### src/rtl/ptw_pkg.sv
package ptw_pkg;
  typedef enum logic [2:0] {
    CAUSE_NONE          = 3'd0,
    CAUSE_OUTER_RANGE   = 3'd1,
    CAUSE_OUTER_INVALID = 3'd2,
    CAUSE_INNER_RANGE   = 3'd3,
    CAUSE_INNER_INVALID = 3'd4
  } cause_e;

  typedef enum logic [2:0] {
    ST_IDLE,
    ST_OUT_REQ,
    ST_OUT_WAIT,
    ST_IN_REQ,
    ST_IN_WAIT,
    ST_RESP
  } state_e;
endpackage

### src/rtl/ptw_index_split.sv
module ptw_index_split #(
  parameter int OUTER_W = 12,
  parameter int INNER_W = 10,
  parameter int OFF_W   = 10,
  localparam int VA_W   = OUTER_W + INNER_W + OFF_W
) (
  input  logic [VA_W-1:0]    vaddr_i,
  output logic [OUTER_W-1:0] outer_idx_o,
  output logic [INNER_W-1:0] inner_idx_o,
  output logic [OFF_W-1:0]   offset_o
);
  assign outer_idx_o = vaddr_i[VA_W-1 -: OUTER_W];
  assign inner_idx_o = vaddr_i[OFF_W +: INNER_W];
  assign offset_o    = vaddr_i[OFF_W-1:0];
endmodule

### src/rtl/ptw_entry_decode.sv
module ptw_entry_decode #(
  parameter int ENTRY_W = 32,
  parameter int INNER_W = 10,
  parameter int OFF_W   = 10,
  localparam int TBL_AL  = INNER_W + 2,
  localparam int LEN_W   = INNER_W + 1,
  localparam int FRAME_W = ENTRY_W - OFF_W
) (
  input  logic [ENTRY_W-1:0] entry_i,
  output logic               valid_o,
  output logic [ENTRY_W-1:0] tbl_base_o,
  output logic [LEN_W-1:0]   tbl_len_o,
  output logic [FRAME_W-1:0] frame_o
);
  // one view serves both levels; the walker picks the fields per level
  assign valid_o    = entry_i[0];
  assign tbl_base_o = {entry_i[ENTRY_W-1:TBL_AL], {TBL_AL{1'b0}}};
  assign tbl_len_o  = entry_i[TBL_AL-1:1];
  assign frame_o    = entry_i[ENTRY_W-1:OFF_W];
endmodule

### src/rtl/ptw_ctrl.sv
module ptw_ctrl
  import ptw_pkg::*;
(
  input  logic   clk_i,
  input  logic   rst_ni,
  input  logic   req_fire_i,
  input  logic   outer_oob_i,
  input  logic   mem_rvalid_i,
  input  logic   ent_valid_i,
  input  logic   inner_oob_i,
  input  logic   rsp_ready_i,
  output state_e state_o,
  output cause_e cause_o,
  output logic   ld_table_o,
  output logic   ld_frame_o
);
  state_e state_q, state_d;
  cause_e cause_q, cause_d;

  always_comb begin
    state_d = state_q;
    cause_d = cause_q;
    unique case (state_q)
      ST_IDLE: if (req_fire_i) begin
        if (outer_oob_i) begin
          state_d = ST_RESP;
          cause_d = CAUSE_OUTER_RANGE;
        end else begin
          state_d = ST_OUT_REQ;
        end
      end
      ST_OUT_REQ: state_d = ST_OUT_WAIT;
      ST_OUT_WAIT: if (mem_rvalid_i) begin
        if (!ent_valid_i) begin
          state_d = ST_RESP;
          cause_d = CAUSE_OUTER_INVALID;
        end else if (inner_oob_i) begin
          state_d = ST_RESP;
          cause_d = CAUSE_INNER_RANGE;
        end else begin
          state_d = ST_IN_REQ;
        end
      end
      ST_IN_REQ: state_d = ST_IN_WAIT;
      ST_IN_WAIT: if (mem_rvalid_i) begin
        state_d = ST_RESP;
        cause_d = ent_valid_i ? CAUSE_NONE : CAUSE_INNER_INVALID;
      end
      ST_RESP: if (rsp_ready_i) state_d = ST_IDLE;
      default: state_d = ST_IDLE;
    endcase
  end

  always_ff @(posedge clk_i or negedge rst_ni) begin
    if (!rst_ni) begin
      state_q <= ST_IDLE;
      cause_q <= CAUSE_NONE;
    end else begin
      state_q <= state_d;
      cause_q <= cause_d;
    end
  end

  assign state_o    = state_q;
  assign cause_o    = cause_q;
  assign ld_table_o = (state_q == ST_OUT_WAIT) && mem_rvalid_i && ent_valid_i && !inner_oob_i;
  assign ld_frame_o = (state_q == ST_IN_WAIT) && mem_rvalid_i && ent_valid_i;
endmodule

### src/rtl/pt_walker.sv
module pt_walker
  import ptw_pkg::*;
#(
  parameter int OUTER_W = 12,
  parameter int INNER_W = 10,
  parameter int OFF_W   = 10,
  parameter int ENTRY_W = 32,
  localparam int VA_W    = OUTER_W + INNER_W + OFF_W,
  localparam int LEN_W   = INNER_W + 1,
  localparam int PTLR_W  = OUTER_W + 1,
  localparam int FRAME_W = ENTRY_W - OFF_W
) (
  input  logic               clk_i,
  input  logic               rst_ni,
  input  logic [ENTRY_W-1:0] ptbr_i,
  input  logic [PTLR_W-1:0]  ptlr_i,
  input  logic               req_valid_i,
  output logic               req_ready_o,
  input  logic [VA_W-1:0]    req_vaddr_i,
  output logic               rsp_valid_o,
  input  logic               rsp_ready_i,
  output logic [ENTRY_W-1:0] rsp_paddr_o,
  output logic               rsp_fault_o,
  output logic [2:0]         rsp_cause_o,
  output logic               mem_req_o,
  output logic [ENTRY_W-1:0] mem_addr_o,
  input  logic               mem_rvalid_i,
  input  logic [ENTRY_W-1:0] mem_rdata_i
);
  logic [VA_W-1:0]    vaddr_q;
  logic [OUTER_W-1:0] new_outer, cur_outer;
  logic [INNER_W-1:0] new_inner, cur_inner;
  logic [OFF_W-1:0]   new_off, cur_off;
  logic               ent_valid;
  logic [ENTRY_W-1:0] ent_base;
  logic [LEN_W-1:0]   ent_len;
  logic [FRAME_W-1:0] ent_frame;
  logic [ENTRY_W-1:0] in_base_q;
  logic [FRAME_W-1:0] frame_q;
  logic               req_fire, outer_oob, inner_oob, ld_table, ld_frame;
  state_e             state;
  cause_e             cause;

  ptw_index_split #(.OUTER_W(OUTER_W), .INNER_W(INNER_W), .OFF_W(OFF_W)) u_split_new (
    .vaddr_i(req_vaddr_i), .outer_idx_o(new_outer), .inner_idx_o(new_inner), .offset_o(new_off)
  );

  ptw_index_split #(.OUTER_W(OUTER_W), .INNER_W(INNER_W), .OFF_W(OFF_W)) u_split_cur (
    .vaddr_i(vaddr_q), .outer_idx_o(cur_outer), .inner_idx_o(cur_inner), .offset_o(cur_off)
  );

  ptw_entry_decode #(.ENTRY_W(ENTRY_W), .INNER_W(INNER_W), .OFF_W(OFF_W)) u_dec (
    .entry_i(mem_rdata_i), .valid_o(ent_valid), .tbl_base_o(ent_base),
    .tbl_len_o(ent_len), .frame_o(ent_frame)
  );

  assign req_ready_o = (state == ST_IDLE);
  assign req_fire    = req_valid_i && req_ready_o;
  // range checks precede the read they guard
  assign outer_oob   = {1'b0, new_outer} >= ptlr_i;
  assign inner_oob   = {1'b0, cur_inner} >= ent_len;

  ptw_ctrl u_ctrl (
    .clk_i, .rst_ni,
    .req_fire_i(req_fire), .outer_oob_i(outer_oob), .mem_rvalid_i(mem_rvalid_i),
    .ent_valid_i(ent_valid), .inner_oob_i(inner_oob), .rsp_ready_i(rsp_ready_i),
    .state_o(state), .cause_o(cause), .ld_table_o(ld_table), .ld_frame_o(ld_frame)
  );

  always_ff @(posedge clk_i or negedge rst_ni) begin
    if (!rst_ni) begin
      vaddr_q   <= '0;
      in_base_q <= '0;
      frame_q   <= '0;
    end else begin
      if (req_fire) vaddr_q   <= req_vaddr_i;
      if (ld_table) in_base_q <= ent_base;
      if (ld_frame) frame_q   <= ent_frame;
    end
  end

  logic [ENTRY_W-1:0] outer_addr, inner_addr;
  assign outer_addr = (ptbr_i & ~ENTRY_W'(3)) + (ENTRY_W'(cur_outer) << 2);
  assign inner_addr = in_base_q + (ENTRY_W'(cur_inner) << 2);

  assign mem_req_o  = (state == ST_OUT_REQ) || (state == ST_IN_REQ);
  assign mem_addr_o = (state == ST_IN_REQ) ? inner_addr : outer_addr;

  assign rsp_valid_o = (state == ST_RESP);
  assign rsp_fault_o = (cause != CAUSE_NONE);
  assign rsp_cause_o = cause;
  assign rsp_paddr_o = rsp_fault_o ? '0 : {frame_q, cur_off};

  // keep the new-request split fully used
  logic unused_new;
  assign unused_new = ^{new_inner, new_off};
endmodule

### config.mk
export PLATFORM = sky130hd
export DESIGN_NAME = pt_walker
export DESIGN_NICKNAME = d
export VERILOG_FILES = /design/src/rtl/ptw_pkg.sv /design/src/rtl/ptw_index_split.sv /design/src/rtl/ptw_entry_decode.sv /design/src/rtl/ptw_ctrl.sv /design/src/rtl/pt_walker.sv
export SDC_FILE = /design/constraint.sdc
export NUM_CORES = 1
export LEC_CHECK = 0
export BUFFER_PORTS_ARGS = -buffer_cell sky130_fd_sc_hd__buf_2
export CAP_MARGIN = 15
export CORE_ASPECT_RATIO = 1.4
export CORE_MARGIN = 2
export CORE_UTILIZATION = 46
export CTS_CLUSTER_SIZE = 16
export DETAILED_ROUTE_END_ITERATION = 6
export GPL_TIMING_DRIVEN = 0
export PLACE_DENSITY = 0.75
export SLEW_MARGIN = 30
export SYNTH_ARGS = -nofsm -noshare
export SYNTH_HDL_FRONTEND = slang
export SYNTH_SLANG_ARGS = --single-unit
### constraint.sdc
create_clock -name clk_i -period 2.2 [get_ports clk_i]
set_clock_uncertainty 0.05 [all_clocks]
set_input_delay 0.22 -clock clk_i [delete_from_list [all_inputs] [get_ports clk_i]]
set_output_delay 0.22 -clock clk_i [all_outputs]
set_load 0.02 [all_outputs]
==> metrics, run 1 <==
share of flip-flops with an asynchronous set or reset=between 90% and 100%; count of vias placed by the detailed router=between 5,000 and 6,000; maximum clock path buffer count=2; final weighted congestion of routability-driven global placement=roughly 0.93; library cells used by synthesis=between 50 and 60; H-Tree Level Count=3; unrepaired setup endpoints after global routing=yes; post-placement setup slack=-591 ps; CTS tree=built; CP Capture Type=output pin; run status=complete, but fails checks; number of max-slew violations in the final report=0; pin count of the biggest net entering global routing=44; number of enable flip-flop cells after synthesis=0; Util after Layout=71.3%; starting density of the core=46.7%; number of synthesized register bits=80; critical path arrival=between 2000 and 3000 ps; overflow left after global routing=0; Least-Margin Pin Slew=~580 ps; Comb power frac=61.9%; Synth Cell Area=0.00525 mm^2; power consumption=~11 mW; area of the placeable core=between 0.01 and 0.015 mm^2; Switching Power=~4.5 mW; kind of start point of the critical path=flip-flop; Std-Cell Rows=between 40 and 50; global-route wire length before repair=roughly 25,000 um; share of post-route cells with drive strength above 1=57.3%; Routed wire per std cell=between 15 and 20 um; number of remaining DRC errors=0; initial antenna violation count=0; number of global-route vias before repair=~5,200; fin nets=between 900 and 1,000; height of the die=130 um; Port Buffers=180; I/O pin cnt=~190; clock buffer count from CTS=9; FF-to-FF setup slack=-10 ps; Hold Path Cell Cnt=2; ratio of final minimum period to clock period=132%; maximum fanout count along the critical path=5; Filler cells=just over 800; Layout area overhead=52.6%; path class of the lowest-slack min-delay path=input port to flip-flop; WHS Endpoint=vaddr_q[1]; die width=94.2 um; Seq pwr share=roughly 25%; sequential area share after synthesis=approximately two fifths; failing checks=setup timing; Power Density=about 1400 mW/mm^2; destination of the worst register-to-register timing path=in_base_q[24]; Worst Setup Slack, final=-713 ps; Max transition margin=~60%; power share of the clock group=roughly an eighth; Num Clock Sinks=80; cell count after synthesis=approximately 520; MaxCap Viol Count=0; yosys warns=0; Final HPWL DP=between 10,000 and 15,000 um; placed cell count=between 800 and 900; remaining antenna violation count=0; reg-to-reg startpoint=vaddr_q[12]; Required @ worst endpoint=1930 ps; Net Sw Frac=41.4%; total routing resource utilization after global routing=between 20% and 30%; average footprint of a synthesized cell=around 10 um^2; Clock Root Buffer=sky130_fd_sc_hd__clkbuf_16; worst-case hold slack=between 50 and 60 ps; Peak Freq=roughly 0.34 GHz; Final min period=2910 ps; via count normalized by instance count=5.56; clock transition at the register clock pins on the worst setup and hold paths after CTS=70 ps; maximum resistive drop on vdd=around 1.2 mV; Die Outline Area=roughly 0.012 mm^2; number of antenna diodes=0; Internal Pwr Total=between 6 and 7 mW; CP Launch Point=vaddr_q[20]; number of DRC markers after the initial detailed-route iteration=around 240; Top FF cell, synth=sky130_fd_sc_hd__dfrtp_1; drt total wl=between 15,000 and 20,000 um; drt first pass iters=4; number of setup violations in the final report=32; Post-Layout Cell Count=914; number of cells traversed by the worst register-to-register path=9; Hold Path Origin=req_vaddr_i[1]; Final Hold Violating Endpoints=0; leakage power=3.76 nW; latest clock arrival within the worst-skew pair=between 300 and 400 ps; crit path kind=flip-flop to output pin
-- layout make-up --
class	count	area [um^2]	area share, %
multi-input cells	385	3700	46.2
flip-flops and latches	80	2010	25.1
repair buffers	236	1570	19.7
clock buffers	10	229	2.86
well taps	144	180	2.25
plain buffers	19	136	1.70
inverters	34	131	1.64
clock inverters	6	50.0	0.625
-- worst max-delay path, stage by stage, from the launching register on --
cell,delay [ps]
sky130_fd_sc_hd__dfrtp_1,380
sky130_fd_sc_hd__ha_2,190
sky130_fd_sc_hd__fa_2,370
sky130_fd_sc_hd__a21oi_4,180
sky130_fd_sc_hd__o21ai_2,110
sky130_fd_sc_hd__a221oi_4,350
sky130_fd_sc_hd__o31ai_4,180
sky130_fd_sc_hd__a41o_1,250
sky130_fd_sc_hd__a31oi_4,160
sky130_fd_sc_hd__buf_6,140
-- timing repair --
item / 4_1_cts / 5_1_grt
endpoints found under the hold margin: 42 / 0
resized for setup: 133 / 49
cloned: 2 / 0
pin swaps: 60 / 54
setup buffers: 40 / 17
hold buffers: 1 / 0
endpoints found under the setup margin: 100 / 75
-- state kept, by name (all words and copies together), names as in the netlist --
signal and count:
u_ctrl.cause_o 3, vaddr_q 32, in_base_q 20, frame_q 22, u_ctrl.state_o 3
-- cell families after synthesis --
family	share of synthesized area (%)
AND/OR/NAND/NOR	14.3
AO/OA/AOI/OAI	14.1
flip-flops	38.2
multiplexers	16.3
buffers and inverters	4.53
adder cells (fa/ha/maj)	8.49
XOR/XNOR	4.01
other	0.0715
-- routing by layer --
metal	vias up	track usage, %	routed length (um)	share of wire (%)
met1	2476	29.5	6340	37
met5	-	0	0	0
met2	222	49.5	9120	53
met4	0	16.3	848	4.9
li1	2327	-	-	-
met3	58	4.50	943	5.5
-- how the worst max path moves through the flow --
stage / slack [ps] / to / cells past startpoint
after global routing: -810 / mem_addr_o[12] / 10
after detailed placement: -590 / mem_addr_o[3] / 8
final: -710 / mem_addr_o[24] / 9
after global placement: -530 / mem_addr_o[3] / 8
after CTS: -700 / mem_addr_o[24] / 9
after floorplan: -180 / mem_addr_o[24] / 8
-- cells in the final DEF, fill, tap and decap left out, types with 7 or more instances in the layout --
master / n
sky130_fd_sc_hd__buf_2: 158
sky130_fd_sc_hd__dfrtp_1: 76
sky130_fd_sc_hd__mux2_2: 64
sky130_fd_sc_hd__buf_4: 50
sky130_fd_sc_hd__and2_1: 35
sky130_fd_sc_hd__nand2_1: 34
sky130_fd_sc_hd__buf_6: 34
sky130_fd_sc_hd__inv_1: 32
sky130_fd_sc_hd__nor2_1: 20
sky130_fd_sc_hd__ha_1: 18
sky130_fd_sc_hd__a21oi_1: 17
sky130_fd_sc_hd__ha_4: 15
sky130_fd_sc_hd__a21oi_2: 13
sky130_fd_sc_hd__xnor2_1: 13
sky130_fd_sc_hd__o21ai_2: 10
sky130_fd_sc_hd__mux2_4: 10
sky130_fd_sc_hd__o21ai_1: 9
sky130_fd_sc_hd__clkbuf_16: 9
sky130_fd_sc_hd__a21o_1: 7
sky130_fd_sc_hd__o21ai_0: 7
-- power by group through the flow --
stage / registers (mW) / logic, mW / clock network (mW)
floorplan: 2.55 / 3.59 / 0
global placement: 2.64 / 4.80 / 0
detailed placement: 2.68 / 4.97 / 0
CTS: 2.72 / 6.24 / 1.46
global route: 2.83 / 7.24 / 1.52
finish: 2.75 / 6.80 / 1.44
-- Yosys cell counts (all sizes together) (2+ instances only) --
master,count,area (um^2)
xor2,6,52.6
buf,12,65.1
a21oi,35,175
mux2i,2,20.0
nand2b,4,25.0
nor2,23,86.3
a21boi,2,15.0
a31oi,2,27.5
a2111oi,2,55.1
and2,36,225
a2bb2oi,2,17.5
a21o,8,61.3
mux2,74,833
nand4b,2,17.5
a211oi,5,37.5
and4,4,35.0
o21bai,3,22.5
a41o,3,30.0
xnor2,18,158
dfrtp,80,2000
o21ai,28,144
o211ai,6,50.1
nand4,6,37.5
ha,34,425
nor2b,3,18.8
nand3,8,52.6
nand2,37,139
and3,6,37.5
clkbuf,12,45.0
inv,34,128
nor3,7,35.0
-- metrics by stage --
stage,TNS [ps],instance area (um^2)
2_1_floorplan,-507,5490
3_3_place_gp,-14520,6570
3_5_place_dp,-18080,6590
4_1_cts,-13760,7700
5_1_grt,-16850,8000
6_report,-13630,8000
Note: power is estimated with default switching activity, not from simulation.
==> inputs of run 2 (changes only) <==
Settings changed: ABC_AREA set to 1, CORE_UTILIZATION 46 to 47, PLACE_DENSITY 0.75 to 0.74.
==> metrics, run 2 <==
run status=complete, but fails checks; failing checks=setup timing; kind of start point of the critical path=flip-flop; height of the die=136 um; path class of the lowest-slack min-delay path=input port to flip-flop; area share of the largest cell type after synthesis=34.2%; clock transition at the register clock pins on the worst setup and hold paths after CTS=roughly 60 ps; Final min period=approximately 2500 ps; leakage power=4.70 nW; Max transition margin=64.2%; reg-to-reg startpoint=vaddr_q[16]; crit path kind=flip-flop to output pin; Synth Cell Area=roughly 0.006 mm^2; Required @ worst endpoint=around 1900 ps; Hold Path Origin=req_vaddr_i[19]; number of max-slew violations in the final report=0; via count normalized by instance count=between 5 and 6; cell count after synthesis=around 860; number of antenna diodes=0; Port Buffers=between 150 and 200; ratio of final minimum period to clock period=113%; clock buffer count from CTS=9; final weighted congestion of routability-driven global placement=about 0.9; area of the placeable core=about 0.012 mm^2; Power Density=~1400 mW/mm^2; maximum resistive drop on vdd=just over 0.9 mV; count of vias placed by the detailed router=roughly 6,200; initial antenna violation count=0; yosys warns=0; maximum fanout count along the critical path=4; number of cells traversed by the worst register-to-register path=11; Top FF cell, synth=sky130_fd_sc_hd__dfrtp_1; global-route wire length before repair=28,900 um; commonest cells after routing, fill and taps aside=222 x sky130_fd_sc_hd__nand2_1, 159 x sky130_fd_sc_hd__buf_2, 138 x sky130_fd_sc_hd__inv_1; register with the most flip-flops=vaddr_q; pin count of the biggest net entering global routing=56; CP Capture Type=output pin; FF-to-FF setup slack=around 190 ps; WHS Endpoint=vaddr_q[19]; commonest non-fill, non-tap cell in the layout=sky130_fd_sc_hd__nand2_1; Die Outline Area=0.0134 mm^2; die width=about 100 um; main area contributors after synthesis=sky130_fd_sc_hd__dfrtp_1 34%, sky130_fd_sc_hd__nand2_1 17%, sky130_fd_sc_hd__inv_1 9.5%; Hold Path Cell Cnt=2; Routed wire per std cell=roughly 15 um; MaxCap Viol Count=0; maximum clock path buffer count=2; registers with the most flip-flops=vaddr_q x32, frame_q x22, in_base_q x20; remaining antenna violation count=0; number of setup violations in the final report=27; drt total wl=roughly 19,000 um; overflow left after global routing=0; Layout area overhead=43.5%; post-synthesis cell type with the largest combined area=sky130_fd_sc_hd__dfrtp_1; Filler cells=1,076; Least-Margin Pin Slew=537 ps; Clock Root Buffer=sky130_fd_sc_hd__clkbuf_16; fin nets=around 1,200; power consumption=11.9 mW; total routing resource utilization after global routing=26.8%; library cells used by synthesis=40; critical path arrival=approximately 2200 ps; number of DRC markers after the initial detailed-route iteration=roughly 250; latest clock arrival within the worst-skew pair=around 340 ps; post-placement setup slack=-318 ps; number of flip-flops in the largest register=32; Final Hold Violating Endpoints=0; number of synthesized register bits=80; CTS tree=built; I/O pin cnt=about 190; starting density of the core=47.8%; share of post-route cells with drive strength above 1=~37%; number of enable flip-flop cells after synthesis=0; drt first pass iters=4; Num Clock Sinks=80; destination of the worst register-to-register timing path=in_base_q[27]; average footprint of a synthesized cell=about 6.8 um^2; Worst Setup Slack, final=-276 ps; Final HPWL DP=~14,000 um; number of remaining DRC errors=0; unrepaired setup endpoints after global routing=yes; most frequent cell after synthesis=sky130_fd_sc_hd__nand2_1; Peak Freq=slightly above 0.4 GHz; H-Tree Level Count=3; number of global-route vias before repair=around 6,300; top post-synthesis cells by count=273 x sky130_fd_sc_hd__nand2_1, 148 x sky130_fd_sc_hd__inv_1, 89 x sky130_fd_sc_hd__nor2_1; sequential area share after synthesis=34.2%; Std-Cell Rows=48; share of flip-flops with an asynchronous set or reset=100%
==> run 2: cell types whose count changed after synthesis, moves of 10 or more <==
cell,previous run,this run
sky130_fd_sc_hd__a21oi_1,35,20
sky130_fd_sc_hd__and2_1,36,1
sky130_fd_sc_hd__o21ai_0,24,39
sky130_fd_sc_hd__mux2_2,74,5
sky130_fd_sc_hd__mux2_4,0,15
sky130_fd_sc_hd__xnor2_1,18,8
sky130_fd_sc_hd__inv_1,34,148
sky130_fd_sc_hd__nand3_1,7,50
sky130_fd_sc_hd__nand2_1,37,273
sky130_fd_sc_hd__nor2_1,23,89
sky130_fd_sc_hd__o21ai_1,3,20
==> run 2: what timing repair did <==
action | in CTS | in global routing
buffers inserted | 27 | 8
resized for setup | 161 | 66
hold buffers | 1 | 0
endpoints found under the hold margin | 25 | 0
pin swaps | 47 | 57
cloned | 0 | 0
setup endpoints to repair | 48 | 73
==> run 2: power breakdown <==
| part | internal [mW] | leakage, nW | switching [mW] |
|---|---|---|---|
| Sequential | 2.18 | 0.978 | 0.505 |
| Clock | 0.943 | 0.153 | 0.601 |
| Combinational | 3.19 | 3.57 | 4.46 |
| Total | 6.32 | 4.70 | 5.56 |
==> run 2: worst max-delay path by stage <==
stage / startpoint / end / slack, ps / cells after the start
final: vaddr_q[20] / mem_addr_o[28] / -280 / 12
after global routing: vaddr_q[20] / mem_addr_o[26] / -360 / 13
after CTS: vaddr_q[20] / mem_addr_o[26] / -300 / 13
after detailed placement: vaddr_q[20] / mem_addr_o[30] / -320 / 12
after global placement: vaddr_q[20] / mem_addr_o[30] / -270 / 12
after floorplan: vaddr_q[20] / mem_addr_o[10] / 1 / 8
==> run 2: worst max-delay path: stages (launching register included) <==
cell	delay (ps)
sky130_fd_sc_hd__dfrtp_1	410
sky130_fd_sc_hd__ha_4	180
sky130_fd_sc_hd__fa_2	410
sky130_fd_sc_hd__buf_4	170
sky130_fd_sc_hd__nand3_2	70
sky130_fd_sc_hd__nand3_4	110
sky130_fd_sc_hd__nand2_2	100
sky130_fd_sc_hd__nand2_1	50
sky130_fd_sc_hd__nand2_1	50
sky130_fd_sc_hd__nand2_1	40
sky130_fd_sc_hd__nand2_1	70
sky130_fd_sc_hd__nand2_1	80
sky130_fd_sc_hd__buf_6	130
==> run 2: stage by stage <==
step                hold slack [ps]  instances  setup TNS (ps)  utilization (%)  area, um^2
floorplan                      -126        862               0                -        5860
global placement                402       1192           -1390             56.7        6950
detailed placement             50.2       1193           -1720             57.0        6980
CTS                            54.7       1237           -4190             66.3        8120
global route                   61.7       1244           -7330             68.6        8410
finish                         62.7       1244           -5050             68.6        8410
==> run 2: logic make-up (layout without fill, tap and decap cells) <==
logic type                 Yosys count  in the layout  synth area share (%)
DFF                                 80             80                  34.2
adders and majority gates           35             35                  7.61
AOI/OAI and AO/OA                   85             85                  7.56
muxes                               20             20                  4.81
xor gates and xnor gates            11             11                  1.65
and+or+nand+nor                    452            452                  32.1
buffers and inverters              177            409                  12.0
other                                1              2                0.0640
==> run 2: layout make-up <==
cell class | count | area, um^2 | area share, %
multi-input cells | 605 | 3830 | 45.5
clock buffers | 12 | 256 | 3.05
plain buffers | 22 | 138 | 1.64
repair buffers | 217 | 1360 | 16.2
well taps | 150 | 188 | 2.23
flip-flops and latches | 80 | 2000 | 23.8
inverters | 154 | 586 | 6.97
clock inverters | 4 | 52.6 | 0.625
==> run 2: routing by layer <==
layer / up-vias / global-route usage, % / part of all wire [%] / wire length (um)
met5: - / 0 / 0 / 0
met2: 211 / 48.3 / 52 / 9720
met3: 50 / 4.78 / 5.4 / 1010
met1: 2859 / 30.7 / 39 / 7260
li1: 3125 / - / - / -
met4: 0 / 12.4 / 4.1 / 766
